==> src/rtl/gdl_pkg.sv <==
package gdl_pkg;
  typedef enum logic [1:0] {
    ST_IDLE = 2'd0,
    ST_SCAN = 2'd1,
    ST_DONE = 2'd2
  } gdl_state_t;

  typedef struct packed {
    logic loadRow;
    logic loadCol;
    logic capture;
    logic scanning;
  } gdl_ctrl_t;
endpackage

==> src/rtl/gdl_ctrl.sv <==
module gdl_ctrl
  import gdl_pkg::*;
(
  input  logic      clk,
  input  logic      rstN,
  input  logic      rowValid,
  input  logic      colValid,
  input  logic      computeReq,
  input  logic      lastIdx,
  output logic      rowReady,
  output logic      colReady,
  output logic      done,
  output gdl_ctrl_t ctrl
);
  gdl_state_t state, stateNext;
  logic rowLoaded, colLoaded;
  logic inIdle;

  assign inIdle   = (state == ST_IDLE);
  assign rowReady = inIdle;
  assign colReady = inIdle;
  assign done     = (state == ST_DONE);

  always_comb begin
    ctrl.loadRow  = inIdle && rowValid;
    ctrl.loadCol  = inIdle && colValid;
    ctrl.capture  = inIdle && computeReq && rowLoaded && colLoaded
                    && !rowValid && !colValid;
    ctrl.scanning = (state == ST_SCAN);
  end

  always_comb begin
    stateNext = state;
    unique case (state)
      ST_IDLE: if (ctrl.capture) stateNext = ST_SCAN;
      ST_SCAN: if (lastIdx) stateNext = ST_DONE;
      ST_DONE: stateNext = ST_IDLE;
      default: stateNext = ST_IDLE;
    endcase
  end

  always_ff @(posedge clk or negedge rstN) begin
    if (!rstN) begin
      state     <= ST_IDLE;
      rowLoaded <= 1'b0;
      colLoaded <= 1'b0;
    end else begin
      state <= stateNext;
      if (ctrl.loadRow) rowLoaded <= 1'b1;
      if (ctrl.loadCol) colLoaded <= 1'b1;
    end
  end

  AST_DONE_PULSE: assert property (@(posedge clk) disable iff (!rstN) done |=> !done);
  AST_DONE_AFTER_SWEEP: assert property (@(posedge clk) disable iff (!rstN) $rose(done) |-> $past(ctrl.scanning && lastIdx));
endmodule

==> src/rtl/gdl_datapath.sv <==
module gdl_datapath
  import gdl_pkg::*;
#(
  parameter int ROWS = 4,
  parameter int COLS = 4,
  localparam int N  = ROWS * COLS,
  localparam int IW = (N > 1) ? $clog2(N) : 1,
  localparam int RW = (ROWS > 1) ? $clog2(ROWS) : 1,
  localparam int CW = (COLS > 1) ? $clog2(COLS) : 1
) (
  input  logic            clk,
  input  logic            rstN,
  input  gdl_ctrl_t       ctrl,
  input  logic [ROWS-1:0] rowFail,
  input  logic [COLS-1:0] colFail,
  output logic [N-1:0]    suspectMap,
  output logic            exact,
  output logic            conservative,
  output logic            inconsistent,
  output logic            lastIdx,
  output logic            suspectValid,
  output logic [RW-1:0]   suspectRow,
  output logic [CW-1:0]   suspectCol
);
  logic [ROWS-1:0] rowVec;
  logic [COLS-1:0] colVec;
  logic [N-1:0]    crossMap;
  logic [IW-1:0]   idx;
  logic rowSparse, colSparse, rowAny, colAny, mismatch;

  for (genvar r = 0; r < ROWS; r++) begin : g_row
    for (genvar c = 0; c < COLS; c++) begin : g_col
      assign crossMap[r*COLS + c] = rowVec[r] & colVec[c];
    end
  end

  assign rowSparse = ((rowVec & (rowVec - 1'b1)) == '0);
  assign colSparse = ((colVec & (colVec - 1'b1)) == '0);
  assign rowAny    = |rowVec;
  assign colAny    = |colVec;
  assign mismatch  = rowAny ^ colAny;

  assign lastIdx      = (idx == IW'(N - 1));
  assign suspectValid = ctrl.scanning && suspectMap[idx];
  assign suspectRow   = RW'(32'(idx) / COLS);
  assign suspectCol   = CW'(32'(idx) % COLS);

  always_ff @(posedge clk or negedge rstN) begin
    if (!rstN) begin
      rowVec       <= '0;
      colVec       <= '0;
      suspectMap   <= '0;
      exact        <= 1'b0;
      conservative <= 1'b0;
      inconsistent <= 1'b0;
      idx          <= '0;
    end else begin
      if (ctrl.loadRow) rowVec <= rowFail;
      if (ctrl.loadCol) colVec <= colFail;
      if (ctrl.capture) begin
        suspectMap   <= mismatch ? '0 : crossMap;
        exact        <= rowSparse && colSparse;
        conservative <= !(rowSparse && colSparse);
        inconsistent <= mismatch;
        idx          <= '0;
      end else if (ctrl.scanning && !lastIdx) begin
        idx <= idx + 1'b1;
      end
    end
  end

  AST_INCON_EMPTY: assert property (@(posedge clk) disable iff (!rstN) inconsistent |-> (suspectMap == '0));
  AST_EXACT_SPARSE: assert property (@(posedge clk) disable iff (!rstN) exact |-> ($countones(suspectMap) <= 1));
  AST_VEC_HOLD: assert property (@(posedge clk) disable iff (!rstN) ctrl.scanning |=> ($stable(rowVec) && $stable(colVec)));
  AST_SUSPECT_CROSS: assert property (@(posedge clk) disable iff (!rstN) suspectValid |-> (rowVec[suspectRow] && colVec[suspectCol]));
endmodule

==> src/rtl/grid_defect_locator.sv <==
module grid_defect_locator
  import gdl_pkg::*;
#(
  parameter int ROWS = 4,
  parameter int COLS = 4,
  localparam int N  = ROWS * COLS,
  localparam int RW = (ROWS > 1) ? $clog2(ROWS) : 1,
  localparam int CW = (COLS > 1) ? $clog2(COLS) : 1
) (
  input  logic            clk,
  input  logic            rstN,
  input  logic            rowValid,
  output logic            rowReady,
  input  logic [ROWS-1:0] rowFail,
  input  logic            colValid,
  output logic            colReady,
  input  logic [COLS-1:0] colFail,
  input  logic            computeReq,
  output logic [N-1:0]    suspectMap,
  output logic            exact,
  output logic            conservative,
  output logic            inconsistent,
  output logic            suspectValid,
  output logic [RW-1:0]   suspectRow,
  output logic [CW-1:0]   suspectCol,
  output logic            done
);
  gdl_ctrl_t ctrl;
  logic      lastIdx;

  gdl_ctrl ctrl_i (
    .clk(clk), .rstN(rstN), .rowValid(rowValid), .colValid(colValid),
    .computeReq(computeReq), .lastIdx(lastIdx), .rowReady(rowReady),
    .colReady(colReady), .done(done), .ctrl(ctrl)
  );

  gdl_datapath #(.ROWS(ROWS), .COLS(COLS)) dp_i (
    .clk(clk), .rstN(rstN), .ctrl(ctrl), .rowFail(rowFail), .colFail(colFail),
    .suspectMap(suspectMap), .exact(exact), .conservative(conservative),
    .inconsistent(inconsistent), .lastIdx(lastIdx), .suspectValid(suspectValid),
    .suspectRow(suspectRow), .suspectCol(suspectCol)
  );
endmodule

==> config.mk <==
export PLATFORM = sky130hd
export DESIGN_NAME = grid_defect_locator
export DESIGN_NICKNAME = d
export VERILOG_FILES = /design/src/rtl/gdl_pkg.sv /design/src/rtl/gdl_ctrl.sv /design/src/rtl/gdl_datapath.sv /design/src/rtl/grid_defect_locator.sv
export SDC_FILE = /design/constraint.sdc
export NUM_CORES = 1
export LEC_CHECK = 0
export BUFFER_PORTS_ARGS = -buffer_cell sky130_fd_sc_hd__buf_2
export CAP_MARGIN = 20
export CELL_PAD_IN_SITES_DETAIL_PLACEMENT = 0
export CELL_PAD_IN_SITES_GLOBAL_PLACEMENT = 1
export CORE_UTILIZATION = 36
export CTS_CLUSTER_SIZE = 20
export DETAILED_ROUTE_END_ITERATION = 7
export PLACE_DENSITY = 0.73
export RECOVER_POWER = 25
export SETUP_SLACK_MARGIN = 0.4
export SYNTH_ARGS = -nofsm -noshare
export SYNTH_HDL_FRONTEND = slang
export SYNTH_SLANG_ARGS = --single-unit
==> constraint.sdc <==
create_clock -name clk -period 1.3 [get_ports clk]
set_input_delay 0.065 -clock clk [delete_from_list [all_inputs] [get_ports clk]]
set_output_delay 0.065 -clock clk [all_outputs]
set_load 0.01 [all_outputs]
# After elaboration in Yosys (flattened, before gate mapping)
# Cells that the tools add are included.
totals:
  input_bits: 13
  ff_bits: 35
  output_inout_bits: 27
classes:
  n_eq_ne: 5
  add_sub_neg: 3
  bitwise_logic: 19
  n_reduce_logical: 21
  muxes: 8
  order_cmp: 1
ops:
  columns: ["operator", "n"]
  rows:
  - ["$and 1x1->1", 16]
  - ["$mux 16", 1]
  - ["$logic_and 1x1->1", 10]
  - ["$and 4x4->4", 2]
  - ["$logic_not 4->1", 2]
  - ["$mux 4", 2]
  - ["$reduce_or 4->1", 2]
  - ["$sub 4x1->4 const B", 2]
  - ["$lt 4x5->1 const B", 1]
  - ["$add 4x1->4 const B", 1]
  - ["$bmux 1 s4", 1]
  - ["$eq 4x4->1 const B", 1]
  - ["$logic_not 1->1", 4]
  - ["$mux 2", 2]
  - ["$ne 2x2->1 const B", 2]
  - ["$pmux 2 s2", 1]
  - ["$eq 2x1->1 const B", 1]
  - ["$eq 2x2->1 const B", 1]
  - ["$logic_not 2->1", 1]
  - ["$reduce_and 2->1", 1]
  - ["$reduce_bool 2->1", 1]
  - ["$mux 1", 1]
  - ["$xor 1x1->1", 1]

# Depth between registers and ports, before layout
# Gate-level depths: netlist (run 1).
depth:
  depth_word: 8
  depth_mapped: 5

# By module
# A second synthesis (run 1) with hierarchy kept.
hier_totals:
  cells_unflattened: 164
  hier_area_um2: 1674.1
modules_own_cells:
  columns: ["module", "instances", "area_per_inst_um2", "seq_area_each_um2", "cells_per_inst"]
  rows:
  - ["gdl_datapath", 1, 1465.2, 775.7, 145]
  - ["gdl_ctrl", 1, 209.0, 100.1, 19]

# Least setup slack after synthesis (run 1)
# No wires, ideal clock.
synth_path:
  kind: "register to register"
  startpoint: "register ctrl_i.state[1]"
  endpoint: "register dp_i.colVec[0]"
  stages_incl_launch_ff: 5
  path_buffers: 1
  slack_ns: -0.165
  t_required_ns: 1.175
  arrival_time_ns: 1.340
  cell_sequence: "dfrtp_1 nor2_1 and2_1 clkbuf_1 mux2_2"
synth_via:
  elab_chain_len: 2
synth_rtl:
  columns: ["element", "line_no", "source"]
  rows:
  - ["from (decl)", "gdl_ctrl.sv:15", "gdl_state_t state, stateNext;"]
  - ["from (signal assigned)", "gdl_ctrl.sv:48", "state <= stateNext;"]
  - ["$logic_not 2->1", "gdl_ctrl.sv:19", "assign inIdle = (state == ST_IDLE);"]
  - ["named net colReady", "grid_defect_locator.sv:16", "output logic colReady,"]
  - ["$logic_and 1x1->1", "gdl_ctrl.sv:26", "ctrl.loadCol = inIdle && colValid;"]
  - ["to (signal assigned)", "gdl_datapath.sv:59", "if (ctrl.loadCol) colVec <= colFail;"]
  - ["to (decl)", "gdl_datapath.sv:26", "logic [COLS-1:0] colVec;"]
# The timed path passes the listed nets, and every way through them passes these cells.
# A chain may end at the register's enable or synchronous reset.

# Worst setup path after layout (run 1)
layout_path:
  startpoint: "register dp_i.idx[0]"
  endpoint: "output port suspectValid"
layout_via:
  elab_chain_len: 3
layout_rtl:
  columns: ["element", "line_no", "source"]
  rows:
  - ["from (decl)", "gdl_datapath.sv:28", "logic [IW-1:0] idx;"]
  - ["from (signal assigned)", "gdl_datapath.sv:67", "idx <= idx + 1'b1;"]
  - ["$bmux 1 s4", "gdl_datapath.sv:44", "assign suspectValid = ctrl.scanning && suspectMap[idx];"]
  - ["$mux 1 (implied by the code)", "gdl_datapath.sv:44", null]
  - ["$logic_and 1x1->1", "gdl_datapath.sv:44", null]
  - ["to (decl)", "grid_defect_locator.sv:23", "output logic suspectValid,"]
# Every way passes these cells. The select of a mux whose other input is x is not followed.

==> impl_metrics.tcl, run 1 <==
set metrics [dict create \
    synth_top_family_by_area "simple AND/OR/NAND/NOR gates" \
    criticalPathCategory "flop to primary output" \
    synth-seq-cells 35 \
    setup_ws_ps -379.9 \
    area_delta_synth_final_pct 74.64 \
    cts.clk_slew.worst_paths_ps 70 \
    rsz0062_at_grt "yes" \
    min_path_cells 2 \
    fin_skew_ps 7.942 \
    multiInputGateArea_um2 939.7 \
    crit_arrival_ps 1610 \
    fill_cells 327 \
    drv_cap 0 \
    worstPathMaxFanout 4 \
    power.total_w 0.007038 \
    p_switching_w 0.002628 \
    status "finished with violations" \
    synth-xor-area-share_pct 1.073 \
    drcViolationCount 0 \
    htree_levels 2 \
    cts_max_path_buffers 2 \
    drive_gt1_share_pct 65.50 \
    reg2reg_depth 5 \
    netSwitchingFraction_pct 37.34 \
    antenna_left 0 \
    p_int_w 0.004410 \
    antenna_found_initial 0 \
    mostFrequentLayoutCell "buf_6" \
    worstPathRequired_ps 1240 \
    ff_latch_area_um2 885.9 \
    post-route-period-util_pct 129.2 \
    final_cell_mix "buf_6, nand2_1, buf_4" \
    fp-row-count 24 \
    r2r_start "ctrl_i.state[0]$_DFFE_PN0P_" \
    r2r-end "dp_i.idx[0]$_DFFE_PN0P_" \
    hp-class "input pin to flop" \
    clockRootBuffer "clkbuf_8" \
    fin_crit_ps 1680 \
    clk-insertion-delay-late_ps 280 \
    synth_nets 174 \
    vias 1583 \
    wl_per_cell_um 15.27 \
    die_w_um 69.35 \
    drv_slew 0 \
    tns_ps -4750 \
    preCtsSetupSlack_ps -173.2 \
    cts.sinks 35 \
    hold_start "rowFail[1]" \
    clockPowerShare_pct 11.1 \
    place.detailed.hpwl_um 3046 \
    layout.nets 272 \
    ys_types 30 \
    violations "setup timing" \
    avgSynthCellArea_um2 10.21 \
    worst_setup_path_start_kind "flop" \
    worst_slew_pin_slew_ps 892.5 \
    synth_mux_area_share_pct 11.19 \
    core_area_um2 4354 \
    pwr-share-seq_pct 29.9 \
    netlist_instances 160 \
    fmax_mhz 595.3 \
    grt-ovfl-total 0 \
    pwr-share-comb_pct 59.0 \
    cts_tree "built" \
    slew_headroom_pct 40.50 \
    place.gp.congestion 0.7436 \
    synth_adder_area_share_pct 1.992 \
    yosys.area.top_type_share_pct 53.64 \
    port_buffers 39 \
    report.final.setup_viol 35 \
    start_util_pct 37.50 \
    grt_pass1_wl_um 7383 \
    ir_drop_mv 1.110 \
    worstSetupEndpointType "primary output" \
    drtPass1Iterations 5 \
    synth.largest_area_cell "dfrtp_1" \
    drt-initial-drc-count 61 \
    leakagePower_nw 1.375 \
    synth_compound_area_share_pct 4.444 \
    ioPinCount 40 \
    cts_buffers 5 \
    synthesis.area_um2 1633 \
    vias_per_cell 5.106 \
    grt_usage_pct 19.63 \
    regToRegSetupSlack_ps -200 \
    power_density_nw_per_um2 2468 \
    die_area_um2 4809 \
    die_y_um 69.35 \
    grt_max_degree 36 \
    ys_seq_area_share_pct 53.64 \
    grt_pass1_vias 1469 \
    hold_viol 0 \
    ys_warn_count 0 \
    wirelength_um 4735 \
    synthTopCellsByArea "dfrtp_1, nand2_1, nand3_1" \
    synth_simple_gate_area_share_pct 23.45 \
    hold_end "dp_i.rowVec[1]$_DFFE_PN0P_" \
    diodes 0 \
]
-- critical path: stages, from the launching register on --
cell	delay, ps
dfrtp_2	410
mux4_2	510
o2111ai_2	210
a21oi_2	70
buf_2	140
-- cell usage after synthesis --
| master | number |
|---|---|
| and2_1 | 2 |
| ha_1 | 1 |
| nor4_2 | 1 |
| nand2_1 | 40 |
| xnor2_1 | 1 |
| o21a_1 | 1 |
| nor2b_1 | 2 |
| and4_4 | 1 |
| nand2b_1 | 1 |
| or2_2 | 2 |
| mux4_1 | 2 |
| dfrtp_1 | 35 |
| o21ai_0 | 3 |
| o2111ai_1 | 2 |
| inv_1 | 2 |
| nor2_1 | 8 |
| buf_4 | 1 |
| xor2_1 | 1 |
| a21oi_1 | 3 |
| buf_6 | 3 |
| o21ai_1 | 1 |
| mux2_2 | 8 |
| clkbuf_1 | 4 |
| or3_1 | 3 |
| nand3_1 | 22 |
| buf_2 | 1 |
| a31oi_1 | 2 |
| mux2i_1 | 4 |
| maj3_1 | 2 |
| nand4_1 | 1 |
-- cells by family after synthesis --
family                     after synthesis
AOI/OAI and AO/OA                       12
DFF                                     35
muxes                                   14
adders and majority gates                3
buffers and inverters                   11
xor gates and xnor gates                 2
and+or+nand+nor                         83
-- registers in the layout, summed over array words and instances, names as in the netlist --
register / count
dp_i.suspectMap: 16
dp_i.colVec: 4
dp_i.idx: 4
dp_i.rowVec: 4
ctrl_i.state: 2
ctrl_i.colLoaded: 1
ctrl_i.rowLoaded: 1
dp_i.conservative: 1
dp_i.exact: 1
dp_i.inconsistent: 1
-- routing by layer --
layer	part of all wire [%]	vias to the layer above	GRT usage, %
met4	0.80	0	5.442
met5	0	-	0
met1	43	782	25.36
met2	51	45	32.90
met3	4.9	6	4.651
li1	-	750	-
-- what timing repair did --
item	4_1_cts	5_1_grt
pin swaps	24	22
resized for setup	38	37
hold endpoints to repair	35	0
setup buffers	6	14
endpoints found under the setup margin	54	59
hold buffers	1	0
gates cloned	1	3
-- final cells by class --
| type | instances | share of cell area (%) |
|---|---|---|
| Sequential cell | 35 | 31.07 |
| Clock inverter | 1 | 0.1755 |
| Multi-Input combinational cell | 115 | 32.95 |
| Timing Repair Buffer | 99 | 30.36 |
| Inverter | 2 | 0.2633 |
| Clock buffer | 6 | 2.896 |
| Tap cell | 52 | 2.282 |
-- stage by stage --
stage          area [µm²]  util, %  hold WS (ps)  cells
5_1_grt              2851    65.49         6.286    310
2_1_floorplan        1824        -        -230.6    160
4_1_cts              2571    59.05         7.181    293
3_5_place_dp         2265    52.01         127.6    278
6_report             2851    65.49         17.25    310
3_3_place_gp         2265    52.01         120.4    278
-- power groups by stage --
stage               combinational (W)  clock [W]  sequential (W)
finish                        0.00415   0.000783         0.00210
floorplan                     0.00148          0         0.00230
detailed placement            0.00303          0         0.00208
global route                  0.00445   0.000865         0.00219
global placement              0.00298          0         0.00205
CTS                           0.00353   0.000815         0.00209
-- how the worst max path moves through the flow --
stage | startpoint | to | depth (start not counted)
5_1_grt | dp_i.idx[0]$_DFFE_PN0P_ | suspectValid | 4
3_5_place_dp | dp_i.idx[0]$_DFFE_PN0P_ | dp_i.idx[3]$_DFFE_PN0P_ | 6
3_3_place_gp | dp_i.idx[0]$_DFFE_PN0P_ | dp_i.idx[3]$_DFFE_PN0P_ | 6
4_1_cts | dp_i.idx[0]$_DFFE_PN0P_ | suspectValid | 4
6_report | dp_i.idx[0]$_DFFE_PN0P_ | suspectValid | 4
2_1_floorplan | dp_i.idx[0]$_DFFE_PN0P_ | suspectValid | 4
No activity file was read; power rests on OpenSTA's default activity.
==> inputs of run 2 (changes only) <==
--- a/config.mk
+++ b/config.mk
@@ -20 +20,2 @@
 export SYNTH_SLANG_ARGS = --single-unit
+export TNS_END_PERCENT = 30
==> constraint.sdc (replaced) <==
create_clock -name clk -period 1.3 [get_ports clk]
set_input_delay 0.26 -clock clk [delete_from_list [all_inputs] [get_ports clk]]
set_output_delay 0.26 -clock clk [all_outputs]
set_load 0.01 [all_outputs]
==> run 2 against run 1 <==
Compared with the run above:
- the flow still finishes with violations (setup timing)
- die area unchanged
- count of clock-buffer cells in the layout grew 1
- cell count fell by 6.5%
- global-route usage rose by 0.081 points
- clock skew up 2.1 ps
- final area shrank 7.9%
- core utilization is 5.1 points lower
- power decreased by 7.1%
- flip-flop and latch count unchanged
- critical path type unchanged
- critical endpoint unchanged
- largest power group unchanged
==> impl_metrics.tcl, run 2 (synthesis results as in run 1) <==
set metrics [dict create \
    clk-insertion-delay-late_ps 300 \
    pwr-share-comb_pct 56.2 \
    ir_drop_mv 1.372 \
    die_area_um2 4809 \
    crit_path_start "dp_i.idx[0]$_DFFE_PN0P_" \
    largest_reg_flops 16 \
    pwr-share-seq_pct 32.0 \
    fin_crit_ps 1930 \
    grt_pass1_vias 1441 \
    cts.clk_slew.worst_paths_ps 70 \
    ioPinCount 40 \
    place.gp.congestion 0.8168 \
    power.total_w 0.006538 \
    fin_area_um2 2628 \
    rsz0062_at_grt "yes" \
    regToRegSetupSlack_ps -230 \
    die_w_um 69.35 \
    wl_per_cell_um 15.06 \
    violations "setup timing" \
    drive_gt1_share_pct 55.04 \
    area_delta_synth_final_pct 60.92 \
    drtPass1Iterations 4 \
    layout.nets 251 \
    regMostFlops "dp_i.suspectMap" \
    worst_setup_path_start_kind "flop" \
    fmax_mhz 518.1 \
    drt-initial-drc-count 54 \
    grt_pass1_wl_um 7238 \
    die_y_um 69.35 \
    r2r_start "ctrl_i.state[0]$_DFFE_PN0P_" \
    r2r-end "dp_i.suspectMap[4]$_DFFE_PN0P_" \
    status "finished with violations" \
    drv_cap 0 \
    p_int_w 0.004015 \
    grt_usage_pct 19.71 \
    htree_levels 2 \
    grt-ovfl-total 0 \
    netSwitchingFraction_pct 38.59 \
    mostFrequentLayoutCell "nand2_1" \
    worstPathMaxFanout 3 \
    clockRootBuffer "clkbuf_8" \
    hp-class "input pin to asynchronous set/reset pin" \
    leakagePower_nw 1.252 \
    preCtsSetupSlack_ps -288.9 \
    slew_headroom_pct 28.91 \
    port_buffers 39 \
    cts_max_path_buffers 2 \
    fin_skew_ps 10.06 \
    fp-row-count 24 \
    drcViolationCount 0 \
    crit_arrival_ps 1670 \
    start_util_pct 37.50 \
    hold_viol 0 \
    setup_ws_ps -630.1 \
    worst_slew_pin_slew_ps 1066 \
    cts.sinks 35 \
    p_switching_w 0.002523 \
    vias 1426 \
    crit_end "suspectValid" \
    drv_slew 0 \
    final_cell_mix "nand2_1, buf_6, dfrtp_1" \
    diodes 0 \
    wirelength_um 4368 \
    worstPathRequired_ps 1040 \
    antenna_found_initial 0 \
    reg2reg_depth 7 \
    placed_area_um2 2173 \
    cts_tree "built" \
    core_area_um2 4354 \
    antenna_left 0 \
    grt_max_degree 21 \
    power_density_nw_per_um2 2488 \
    place.detailed.hpwl_um 3062 \
    post-route-period-util_pct 148.5 \
    worstSetupEndpointType "primary output" \
    cts_buffers 5 \
    clockPowerShare_pct 11.8 \
    report.final.setup_viol 35 \
    criticalPathCategory "flop to primary output" \
    vias_per_cell 4.917 \
]
==> run 2: cell types whose count changed in the layout (fill, tap and decap cells not counted), sizes merged <==
cell,previous run,this run
dlygate4sd3,1,0
and4,2,1
buf,96,78
==> run 2: worst min path at each step <==
stage,to
6_report,ctrl_i.state[1]$_DFFE_PN0P_
5_1_grt,dp_i.colVec[3]$_DFFE_PN0P_
4_1_cts,ctrl_i.state[1]$_DFFE_PN0P_
3_5_place_dp,ctrl_i.state[1]$_DFFE_PN0P_
3_3_place_gp,ctrl_i.state[1]$_DFFE_PN0P_
2_1_floorplan,ctrl_i.colLoaded$_DFFE_PN0P_
==> run 2: power by group through the flow <==
stage	registers, W	logic, W	clock network [W]
floorplan	0.00222	0.00140	0
global placement	0.00202	0.00287	0
detailed placement	0.00204	0.00291	0
CTS	0.00209	0.00347	0.000784
global route	0.00216	0.00397	0.000844
finish	0.00209	0.00367	0.000771
==> run 2: what timing repair did <==
action	CTS	global route
pin swaps	18	10
setup endpoints to repair	62	62
cloned	1	0
hold endpoints to repair	17	17
setup buffers	2	3
gates resized for setup	47	17
==> run 2: cell type report <==
type	instances	area, µm²
repair buffers	79	728.2
fillers	349	1727
well taps	52	65.06
flip-flops and latches	35	879.6
clock inverters	1	5.005
inverters	2	7.507
clock buffers	7	76.32
multi-input cells	114	865.8
==> run 2: critical path, stage by stage (launching register included) <==
cell,delay [ps]
dfrtp_1,410
mux4_2,540
o2111ai_2,210
a21oi_2,80
buf_2,140
==> run 2: per-stage QoR <==
step / setup TNS, ps / cells / hold WS [ps] / util [%]
floorplan: -354.2 / 160 / -35.59 / -
global placement: -1194 / 276 / 218.9 / 49.91
detailed placement: -2309 / 276 / 225.8 / 49.91
CTS: -4093 / 287 / -99.71 / 58.10
global route: -7120 / 290 / 188.8 / 60.34
finish: -4899 / 290 / 128.9 / 60.34
==> run 2: layer usage <==
| layer | GRT usage, % | part of all wire, % | vias up | wire, µm |
|---|---|---|---|---|
| met5 | 0 | 0 | - | 0 |
| met4 | 6.576 | 1.4 | 0 | 60 |
| met3 | 5.378 | 3.5 | 6 | 153 |
| met2 | 31.18 | 51 | 26 | 2244 |
| met1 | 26.19 | 44 | 696 | 1910 |
| li1 | - | - | 698 | - |
==> inputs of run 3 (changes only) <==
- SYNTH_HIERARCHICAL: unset -> 1
==> run 3 against run 2 <==
Compared with the run above:
- the flow finishes with violations (hold timing, setup timing)
- largest power group unchanged
- register-to-register slack worse by 80 ps
- clock skew is 2.4 ps lower
- worst hold slack got worse by 160 ps
- setup slack gained 20 ps
- via count grew 6.7%
- routed wire length up 2.0%
- core utilization increased by 0.20 points
- global-route usage down 0.71 points
==> impl_metrics.tcl, run 3 <==
set metrics [dict create \
    status "finished with violations" \
    violations "hold timing, setup timing" \
    synth_simple_gate_area_share_pct 15.40 \
    leakagePower_nw 1.201 \
    worstPathRequired_ps 1040 \
    synth_edf_count 0 \
    synth_adder_area_share_pct 1.345 \
    reg2reg_depth 6 \
    fin_crit_ps 1910 \
    fmax_mhz 523.6 \
    drv_slew 0 \
    worstSetupEndpointType "primary output" \
    grt_usage_pct 19.00 \
    htree_levels 2 \
    yosys.area.top_type_share_pct 52.32 \
    drive_gt1_share_pct 56.96 \
    largest_reg_flops 16 \
    final_util_pct 60.54 \
    worst_setup_path_start_kind "flop" \
    wl_per_cell_um 15.42 \
    ioPinCount 40 \
    vias_per_cell 5.263 \
    regToRegSetupSlack_ps -310 \
    avgSynthCellArea_um2 10.21 \
    preCtsSetupSlack_ps -331.6 \
    antenna_left 0 \
    r2r_start "ctrl_i/state[1]$_DFFE_PN0P_" \
    grt-ovfl-total 0 \
    fin_hold_ws_ps -34.40 \
    grt_pass1_wl_um 7272 \
    start_util_pct 37.93 \
    layout.nets 250 \
    die_y_um 70.20 \
    netlist_instances 164 \
    synthTopCellsByArea "dfrtp_1, nand3_1, mux2_2" \
    slew_headroom_pct 60.34 \
    report.final.setup_viol 29 \
    tns_ps -5733 \
    dp.cells 279 \
    place.gp.congestion 0.8143 \
    regMostFlops "dp_i/suspectMap" \
    synth-xor-area-share_pct 1.570 \
    hold_viol 21 \
    ys_warn_count 6 \
    power_density_nw_per_um2 2375 \
    setup_ws_ps -609.7 \
    criticalPathCategory "flop to primary output" \
    synth_compound_area_share_pct 13.45 \
    diodes 0 \
    rsz0062_at_grt "yes" \
    cts_max_path_buffers 2 \
    fill_cells 370 \
    grt_pass1_vias 1486 \
    cts.clk_slew.worst_paths_ps 80 \
    ir_drop_mv 1.300 \
    clockRootBuffer "clkbuf_8" \
    worst_slew_pin_slew_ps 594.9 \
    crit_path_start "dp_i/idx[0]$_DFFE_PN0P_" \
    yosysMostFrequentCell "dfrtp_1" \
    synth_ff_type "dfrtp_1" \
    r2r-end "dp_i/suspectMap[1]$_DFFE_PN0P_" \
    mostFrequentLayoutCell "dfrtp_1" \
    worstPathMaxFanout 4 \
    synth.largest_area_cell "dfrtp_1" \
    drt-initial-drc-count 56 \
    ys_seq_area_share_pct 52.32 \
    drv_cap 0 \
    fin_cells 289 \
    clk-insertion-delay-late_ps 280 \
    synth_nets 178 \
    synth-seq-cells 35 \
    drcViolationCount 0 \
    synthesis.area_um2 1674 \
    area_delta_synth_final_pct 59.64 \
    crit_end "suspectValid" \
    wirelength_um 4455 \
    drtPass1Iterations 4 \
    die_area_um2 4927 \
    grt_max_degree 24 \
    synth_mux_area_share_pct 8.072 \
    fp-row-count 24 \
    cts_tree "built" \
    ys_types 35 \
    hp-class "input pin to asynchronous set/reset pin" \
    synth_commonest_cells "dfrtp_1, inv_1, nand3_1" \
    cts.sinks 35 \
    synth_top_family_by_area "simple AND/OR/NAND/NOR gates" \
    die_w_um 70.20 \
    vias 1521 \
    antenna_found_initial 0 \
    core_area_um2 4414 \
    post-route-period-util_pct 146.9 \
    cts_buffers 5 \
    port_buffers 39 \
    place.detailed.hpwl_um 3133 \
    fin_skew_ps 7.617 \
    final_cell_mix "dfrtp_1, buf_6, buf_2" \
    synthArstFlopShare_pct 100.0 \
    crit_arrival_ps 1650 \
]
## run 3: changes by cell type in the layout (fill, tap and decap cells not counted), moves of 5 or more
cell	delta
inv_1	+19
buf_6	-7
o21ai_1	+9
o21ai_2	+5
nand2_1	-29
buf_8	+5
## run 3: metal layers
layer / vias up / wire length, µm / track usage (%)
li1: 710 / - / -
met1: 750 / 1838 / 23.86
met2: 47 / 2293 / 31.84
met3: 14 / 209 / 4.473
met4: 0 / 114 / 6.889
met5: - / 0 / 0
## run 3: logic make-up after synthesis
| logic type | after synthesis |
|---|---|
| buffers and inverters | 32 |
| and+or+nand+nor | 46 |
| AOI/OAI and AO/OA | 36 |
| muxes | 10 |
| xor gates and xnor gates | 3 |
| adders and majority gates | 2 |
| DFF | 35 |
## run 3: layout make-up
class                      instances  area (µm²)  share of cell area [%]
sequential                        35       879.6                   32.91
multi-input combinational         97       878.3                   32.87
timing repair buffer              76       653.1                   24.44
clock buffer                       6       82.58                   3.090
inverter                          21       78.83                   2.949
tap                               52       65.06                   2.434
clock inverter                     2       35.03                   1.311
## run 3: per-stage QoR
stage	area [µm²]	power, W
finish	2673	0.006348
CTS	2592	0.006196
detailed placement	2203	0.004556
global placement	2203	0.004467
floorplan	1773	0.003401
global route	2673	0.006751
## run 3: repair_timing
action	4_1_cts	5_1_grt
buffers inserted	2	0
gates cloned	0	0
endpoints found under the hold margin	21	20
resized for setup	61	16
endpoints found under the setup margin	62	62
pin swaps	9	4
## run 3: worst max-delay path, cell delays in order (launching register included)
cell	delay, ps
dfrtp_2	410
mux4_2	510
nand2b_4	150
o311ai_2	60
o22ai_1	90
buf_2	150
## run 3: worst min path at each step
stage and to:
6_report dp_i/suspectMap[10]$_DFFE_PN0P_, 5_1_grt dp_i/idx[3]$_DFFE_PN0P_, 4_1_cts dp_i/idx[3]$_DFFE_PN0P_, 3_5_place_dp dp_i/suspectMap[10]$_DFFE_PN0P_
3_3_place_gp dp_i/suspectMap[10]$_DFFE_PN0P_, 2_1_floorplan ctrl_i/colLoaded$_DFFE_PN0P_
## run 3: report_power, final
| part | internal (W) | switching [W] | leakage (nW) | total [W] |
|---|---|---|---|---|
| clock network | 0.000621 | 0.000406 | 0.0612 | 0.00103 |
| registers | 0.00154 | 0.000577 | 0.425 | 0.00212 |
| logic | 0.00176 | 0.00144 | 0.715 | 0.00320 |
| total | 0.00393 | 0.00242 | 1.20 | 0.00635 |
